## config.mk

```make
export PLATFORM = sky130hd
export DESIGN_NAME = serial_audio_framer
export DESIGN_NICKNAME = d
export VERILOG_FILES = /design/src/rtl/serial_audio_framer.sv
export SDC_FILE = /design/constraint.sdc
export NUM_CORES = 1
export LEC_CHECK = 0
export BUFFER_PORTS_ARGS = -buffer_cell sky130_fd_sc_hd__buf_2
export CORE_ASPECT_RATIO = 0.7
export CORE_MARGIN = 3
export CORE_UTILIZATION = 40
export DETAILED_ROUTE_END_ITERATION = 10
export PLACE_DENSITY = 0.65
export SLEW_MARGIN = 25
export SYNTH_ARGS = -nofsm -noshare
export SYNTH_HDL_FRONTEND = slang
export SYNTH_SLANG_ARGS = --single-unit
```

## constraint.sdc

```tcl
create_clock -name clk -period 2.28 [get_ports clk]
set_clock_uncertainty 0.1 [all_clocks]
set_input_delay 0.228 -clock clk [delete_from_list [all_inputs] [get_ports clk]]
set_output_delay 0.228 -clock clk [all_outputs]
set_load 0.005 [all_outputs]
```

## src/rtl/serial_audio_framer.sv

```systemverilog
module serial_audio_framer #(
  parameter int DW  = 16,
  parameter int WCW = 2
) (
  input  logic           clk,
  input  logic           rst_n,
  input  logic           bit_clk,
  input  logic           frm_sync,
  input  logic           bclk_inv,
  input  logic           sync_inv,
  input  logic           late_data,
  input  logic           two_phase,
  input  logic [WCW-1:0] p1_words,
  input  logic [WCW-1:0] p2_words,
  input  logic           sync_lock,
  input  logic           tx_enable,
  input  logic [DW-1:0]  tx_word,
  input  logic           tx_word_ok,
  output logic           tx_word_taken,
  output logic           tx_line,
  input  logic           rx_line,
  output logic [DW-1:0]  rx_word,
  output logic           rx_word_ok
);
  localparam int BCW = $clog2(DW);
  localparam logic [BCW-1:0] LAST_BIT = BCW'(DW - 1);

  logic           lvl_q, act_q, busy, skip, ph, tx_on;
  logic [BCW-1:0] bitc;
  logic [WCW-1:0] wrdc;
  logic [DW-2:0]  rx_sh, tx_sh;

  wire lvl     = bit_clk ^ bclk_inv;
  wire samp_e  = lvl & ~lvl_q;
  wire drv_e   = ~lvl & lvl_q;
  wire act     = sync_inv ? frm_sync : ~frm_sync;
  wire fst     = act & ~act_q & ~(busy & sync_lock);
  wire shift_e = samp_e & busy & ~skip & ~fst;

  wire [WCW-1:0] wlim = ph ? p2_words : p1_words;
  wire word_end  = bitc == LAST_BIT;
  wire phase_end = word_end & (wrdc == wlim);
  wire frame_end = phase_end & (ph | ~two_phase);

  wire load   = fst ? ~late_data : (drv_e & busy & ~skip & (bitc == '0));
  wire on_now = fst ? tx_enable : tx_on;
  wire take   = load & on_now & tx_word_ok;
  wire [DW-1:0] src = take ? tx_word : '0;

  always_ff @(posedge clk or negedge rst_n) begin
    if (!rst_n) begin
      lvl_q <= 1'b0;
      act_q <= 1'b0;
      busy  <= 1'b0;
      skip  <= 1'b0;
      ph    <= 1'b0;
      tx_on <= 1'b0;
      bitc  <= '0;
      wrdc  <= '0;
    end else begin
      lvl_q <= lvl;
      act_q <= act;
      if (fst) begin
        busy  <= 1'b1;
        skip  <= late_data;
        ph    <= 1'b0;
        tx_on <= tx_enable;
        bitc  <= '0;
        wrdc  <= '0;
      end else if (samp_e && busy) begin
        if (skip) begin
          skip <= 1'b0;
        end else begin
          bitc <= word_end ? '0 : bitc + BCW'(1);
          if (frame_end) begin
            busy <= 1'b0;
          end else if (phase_end) begin
            ph   <= 1'b1;
            wrdc <= '0;
          end else if (word_end) begin
            wrdc <= wrdc + WCW'(1);
          end
        end
      end
    end
  end

  always_ff @(posedge clk or negedge rst_n) begin
    if (!rst_n) begin
      rx_sh      <= '0;
      rx_word    <= '0;
      rx_word_ok <= 1'b0;
    end else begin
      rx_word_ok <= shift_e & word_end;
      if (shift_e) begin
        rx_sh <= {rx_sh[DW-3:0], rx_line};
        if (word_end) rx_word <= {rx_sh, rx_line};
      end
    end
  end

  always_ff @(posedge clk or negedge rst_n) begin
    if (!rst_n) begin
      tx_sh         <= '0;
      tx_line       <= 1'b0;
      tx_word_taken <= 1'b0;
    end else begin
      tx_word_taken <= take;
      if (load) begin
        tx_line <= src[DW-1];
        tx_sh   <= src[DW-2:0];
      end else if (fst) begin
        tx_line <= 1'b0;
      end else if (drv_e) begin
        if (busy && !skip) begin
          tx_line <= tx_sh[DW-2];
          tx_sh   <= {tx_sh[DW-3:0], 1'b0};
        end else begin
          tx_line <= 1'b0;
        end
      end
    end
  end

  AST_TX_MOVES_ON_DRIVE: assert property (@(posedge clk) disable iff (!rst_n)
    !$stable(tx_line) |-> $past(drv_e | fst));
  AST_RX_ONE_SHOT: assert property (@(posedge clk) disable iff (!rst_n)
    rx_word_ok |=> !rx_word_ok);
  AST_RX_AFTER_SAMPLE: assert property (@(posedge clk) disable iff (!rst_n)
    rx_word_ok |-> $past(samp_e));
  AST_TAKE_WITH_DATA: assert property (@(posedge clk) disable iff (!rst_n)
    tx_word_taken |-> $past(tx_word_ok & (tx_enable | tx_on)));
  AST_IDLE_QUIET: assert property (@(posedge clk) disable iff (!rst_n)
    (drv_e & ~busy & ~fst) |=> !tx_line);
endmodule

```

==> impl_summary.log <==
INFO  metric worst_slew_margin_rel = 0.5554
INFO  metric arrival = 2.22 ns
INFO  metric vias_in_the_first_global_route = 1860
INFO  metric synth_edf_count = 0
INFO  metric period_needed = 2.101 ns
INFO  metric critical_path.max_fanout = 17
INFO  metric netlist_area = 2733 um^2
INFO  metric period_share = 0.9216
INFO  metric yosys_warnings = 0
INFO  metric ios = 51
INFO  metric outcome = complete, no violations
INFO  metric tns = 0 ns
INFO  metric power.switching = 0.0008965 W
INFO  metric drt_pre_antenna_iters = 4
INFO  metric multiInputGateArea = 1116 um^2
INFO  metric num_antenna_cells = 0
INFO  metric synthesis.area_per_instance = 13.07 um^2
INFO  metric postCtsSetupBuffers = 0
INFO  metric gp_congestion = 0.8149
INFO  metric core_area = 6426 um^2
INFO  metric timing_max_transition_violations_final = 0
INFO  metric routed_via_density = 5.075
INFO  metric post_cts.resized_instances = 0
INFO  metric cts-htree-levels = 3
INFO  metric synth.net_count = 243
INFO  metric grt_setup_unrepaired = false
INFO  metric insertion_delay = 0.33 ns
INFO  metric grt_use_met2 = 0.2154
INFO  metric root_buf_cell = sky130_fd_sc_hd__clkbuf_8
INFO  metric finalHoldViolations = 0
INFO  metric hold_path.class = input pin to register
INFO  metric power_frac_clock = 0.278
INFO  metric combinational_power_share = 0.224
INFO  metric final_common_cell = sky130_fd_sc_hd__dfrtp_1
INFO  metric endpoint_kind = register
INFO  metric total_number_of_nets_in_the_final_design = 310
INFO  metric clk_transition_reported_paths = 0.07 ns
INFO  metric first_iter_violations = 85
INFO  metric crit_chain = a21oi_1 > and2_1 > buf_4 > nor2_8 > nand2_4 > mux2_2
INFO  metric synth_cells = 209
INFO  metric hpwlAfterDp = 3741 um
INFO  metric worst_margin_pin_slew = 0.6669 ns
INFO  metric chipHeight = 75.15 um
INFO  metric initial_utilization = 0.4252
INFO  metric grt.total_usage = 0.1524
INFO  metric die_w = 104.8 um
INFO  metric global_route.overflow_total = 0
INFO  metric cts-root-to-sink-buffers = 2
INFO  metric wl = 5432 um
INFO  metric pin_count_of_the_biggest_net_entering_global_routing = 34
INFO  metric synth-main-ff-cell = sky130_fd_sc_hd__dfrtp_1
INFO  metric cap_violations = 0
INFO  metric core.rowCount = 24
INFO  metric routedWlPerCell = 14.60 um
INFO  metric power.ir.vdd_worst = 0.3186 mV
INFO  metric cell_internal_pwr = 0.002206 W
INFO  metric p_total = 0.003103 W
INFO  metric final_antenna_violating_net_count = 0
INFO  metric ys_seq_area_frac = 0.5586
INFO  metric grt_antenna_before_repair = 0
INFO  metric power.sequential.fraction = 0.498
INFO  metric tritoncts = built
INFO  metric timing_worst_setup_path_type = register to register
INFO  metric switching_share = 0.2890
INFO  metric final_cell_mix = sky130_fd_sc_hd__dfrtp_1, sky130_fd_sc_hd__buf_2, sky130_fd_sc_hd__mux2_2
INFO  metric post_route_cells_drive_above_1_share = 0.4484
INFO  metric setup_viol = 0
INFO  metric critical_path.startpoint_type = register
INFO  metric grt_busiest_layer = met2
INFO  metric numCtsBuffers = 9
INFO  metric yosys.cell_types.count = 41
INFO  metric cellPowerDensity = 928.0 nW/um^2
INFO  metric gr-usage-met1 = 0.2150
INFO  metric synth_seq_cells = 61
INFO  metric final-seq-area = 1526 um^2
INFO  metric layout-area-overhead-vs-synth = 22.34%
INFO  metric grt_util_met3 = 0.06170
INFO  metric cpMaxStageDelayCell = sky130_fd_sc_hd__dfrtp_1
INFO  metric power_leakage = 1.700 nW
INFO  metric crit_required = 2.40 ns
INFO  metric die_area = 7875 um^2
INFO  metric tritoncts_num_sinks = 61
INFO  metric grt_pass1_wl = 9377 um
INFO  metric synth-async-reset-ratio = 1.000
INFO  metric nFillCells = 602
INFO  metric port_buffers = 50
INFO  metric max_clock_freq = 475.9 MHz
INFO  metric detailroute.via_count = 1888
INFO  metric drt_drc_violations_left = 0
INFO  metric max_stage_delay = 0.39 ns
==> critical path: cells and delay by family, from the launching register on <==
family | cells | cell delay [ns]
compound gates | 1 | 0.22
buf+inv | 1 | 0.21
flops | 1 | 0.39
mux | 1 | 0.37
simple gates | 3 | 0.68
==> power by group through the flow <==
stage | combinational, W | clock [W] | sequential [W]
2_1_floorplan | 0.000531 | 0 | 0.00150
3_3_place_gp | 0.000679 | 0 | 0.00156
3_5_place_dp | 0.000697 | 0 | 0.00156
4_1_cts | 0.000705 | 0.000886 | 0.00154
5_1_grt | 0.000776 | 0.000937 | 0.00159
6_report | 0.000695 | 0.000861 | 0.00155
==> synthesized netlist by cell type (all sizes together), types with 2 or more instances <==
cell     n  share of area
a21o    15          0.041
a21oi    4         0.0073
a31oi    4         0.0092
buf      7          0.021
clkbuf   2         0.0027
dfrtp   61           0.56
ha       2         0.0092
inv      7         0.0096
mux2    31           0.14
mux2i    3          0.012
nand2   20          0.030
nand3    7          0.013
nor2     5          0.013
nor3     3         0.0055
o21ai    2         0.0037
o221a   14          0.058
xnor2    4          0.013
==> registers in the layout, indices dropped and copies added (netlist names), 2 cells and up <==
| name | cells |
|---|---|
| bitc | 4 |
| wrdc | 2 |
| rx_sh | 15 |
| tx_sh | 15 |
| rx_word | 16 |
==> area by class of cell <==
type | instances | area share
Clock buffer | 12 | 0.04641
Timing Repair Buffer | 65 | 0.1145
Tap cell | 91 | 0.03406
Inverter | 7 | 0.007859
Sequential cell | 61 | 0.4566
Clock inverter | 4 | 0.006737
Multi-Input combinational cell | 132 | 0.3338
==> metrics by stage <==
step / hold slack, ns / cells / util / worst slack [ns] / cell area, um^2
3_5_place_dp: 0.2035 / 353 / 0.4879 / 0.1575 / 3136
4_1_cts: 0.01411 / 372 / 0.5202 / 0.1950 / 3343
2_1_floorplan: -0.1676 / 209 / - / 0.3440 / 2733
3_3_place_gp: 0.1996 / 353 / 0.4879 / 0.1921 / 3136
6_report: 0.02374 / 372 / 0.5202 / 0.1788 / 3343
5_1_grt: 0.02450 / 372 / 0.5202 / 0.06237 / 3343
==> what timing repair did <==
| item | in CTS | in global routing |
|---|---|---|
| hold endpoints to repair | 30 | 0 |
| setup endpoints to repair | 0 | 0 |
| hold buffers | 3 | 0 |
==> cell families (layout without fill, tap and decap cells) <==
family / Yosys count / count (layout) / share of synthesized area
AO/OA/AOI/OAI: 46 / 46 / 0.1429
flip-flops: 61 / 61 / 0.5586
XOR/XNOR: 5 / 5 / 0.01602
multiplexers: 34 / 34 / 0.1525
buffers and inverters: 16 / 88 / 0.03297
AND/OR/NAND/NOR: 45 / 45 / 0.08792
adder cells (fa/ha/maj): 2 / 2 / 0.009156
==> final timing paths <==
path	cells after the start	to	slack [ns]	start
max in group asynchronous	3	rx_sh[11]	1.11	rst_n
min in group asynchronous	2	wrdc[0]	0.37	rst_n
max	6	rx_word[0]	0.18	busy
min reg2reg	2	tx_on	0.38	tx_on
min	2	tx_sh[0]	0.02	tx_word[0]
max reg2reg	6	rx_word[0]	0.18	busy
==> routing by layer <==
metal / wire [um] / share of wire
met2: 2214 / 0.41
met5: 0 / 0
met1: 2777 / 0.51
met3: 394 / 0.073
met4: 46 / 0.0085
Power figures use the tool's default switching activity.
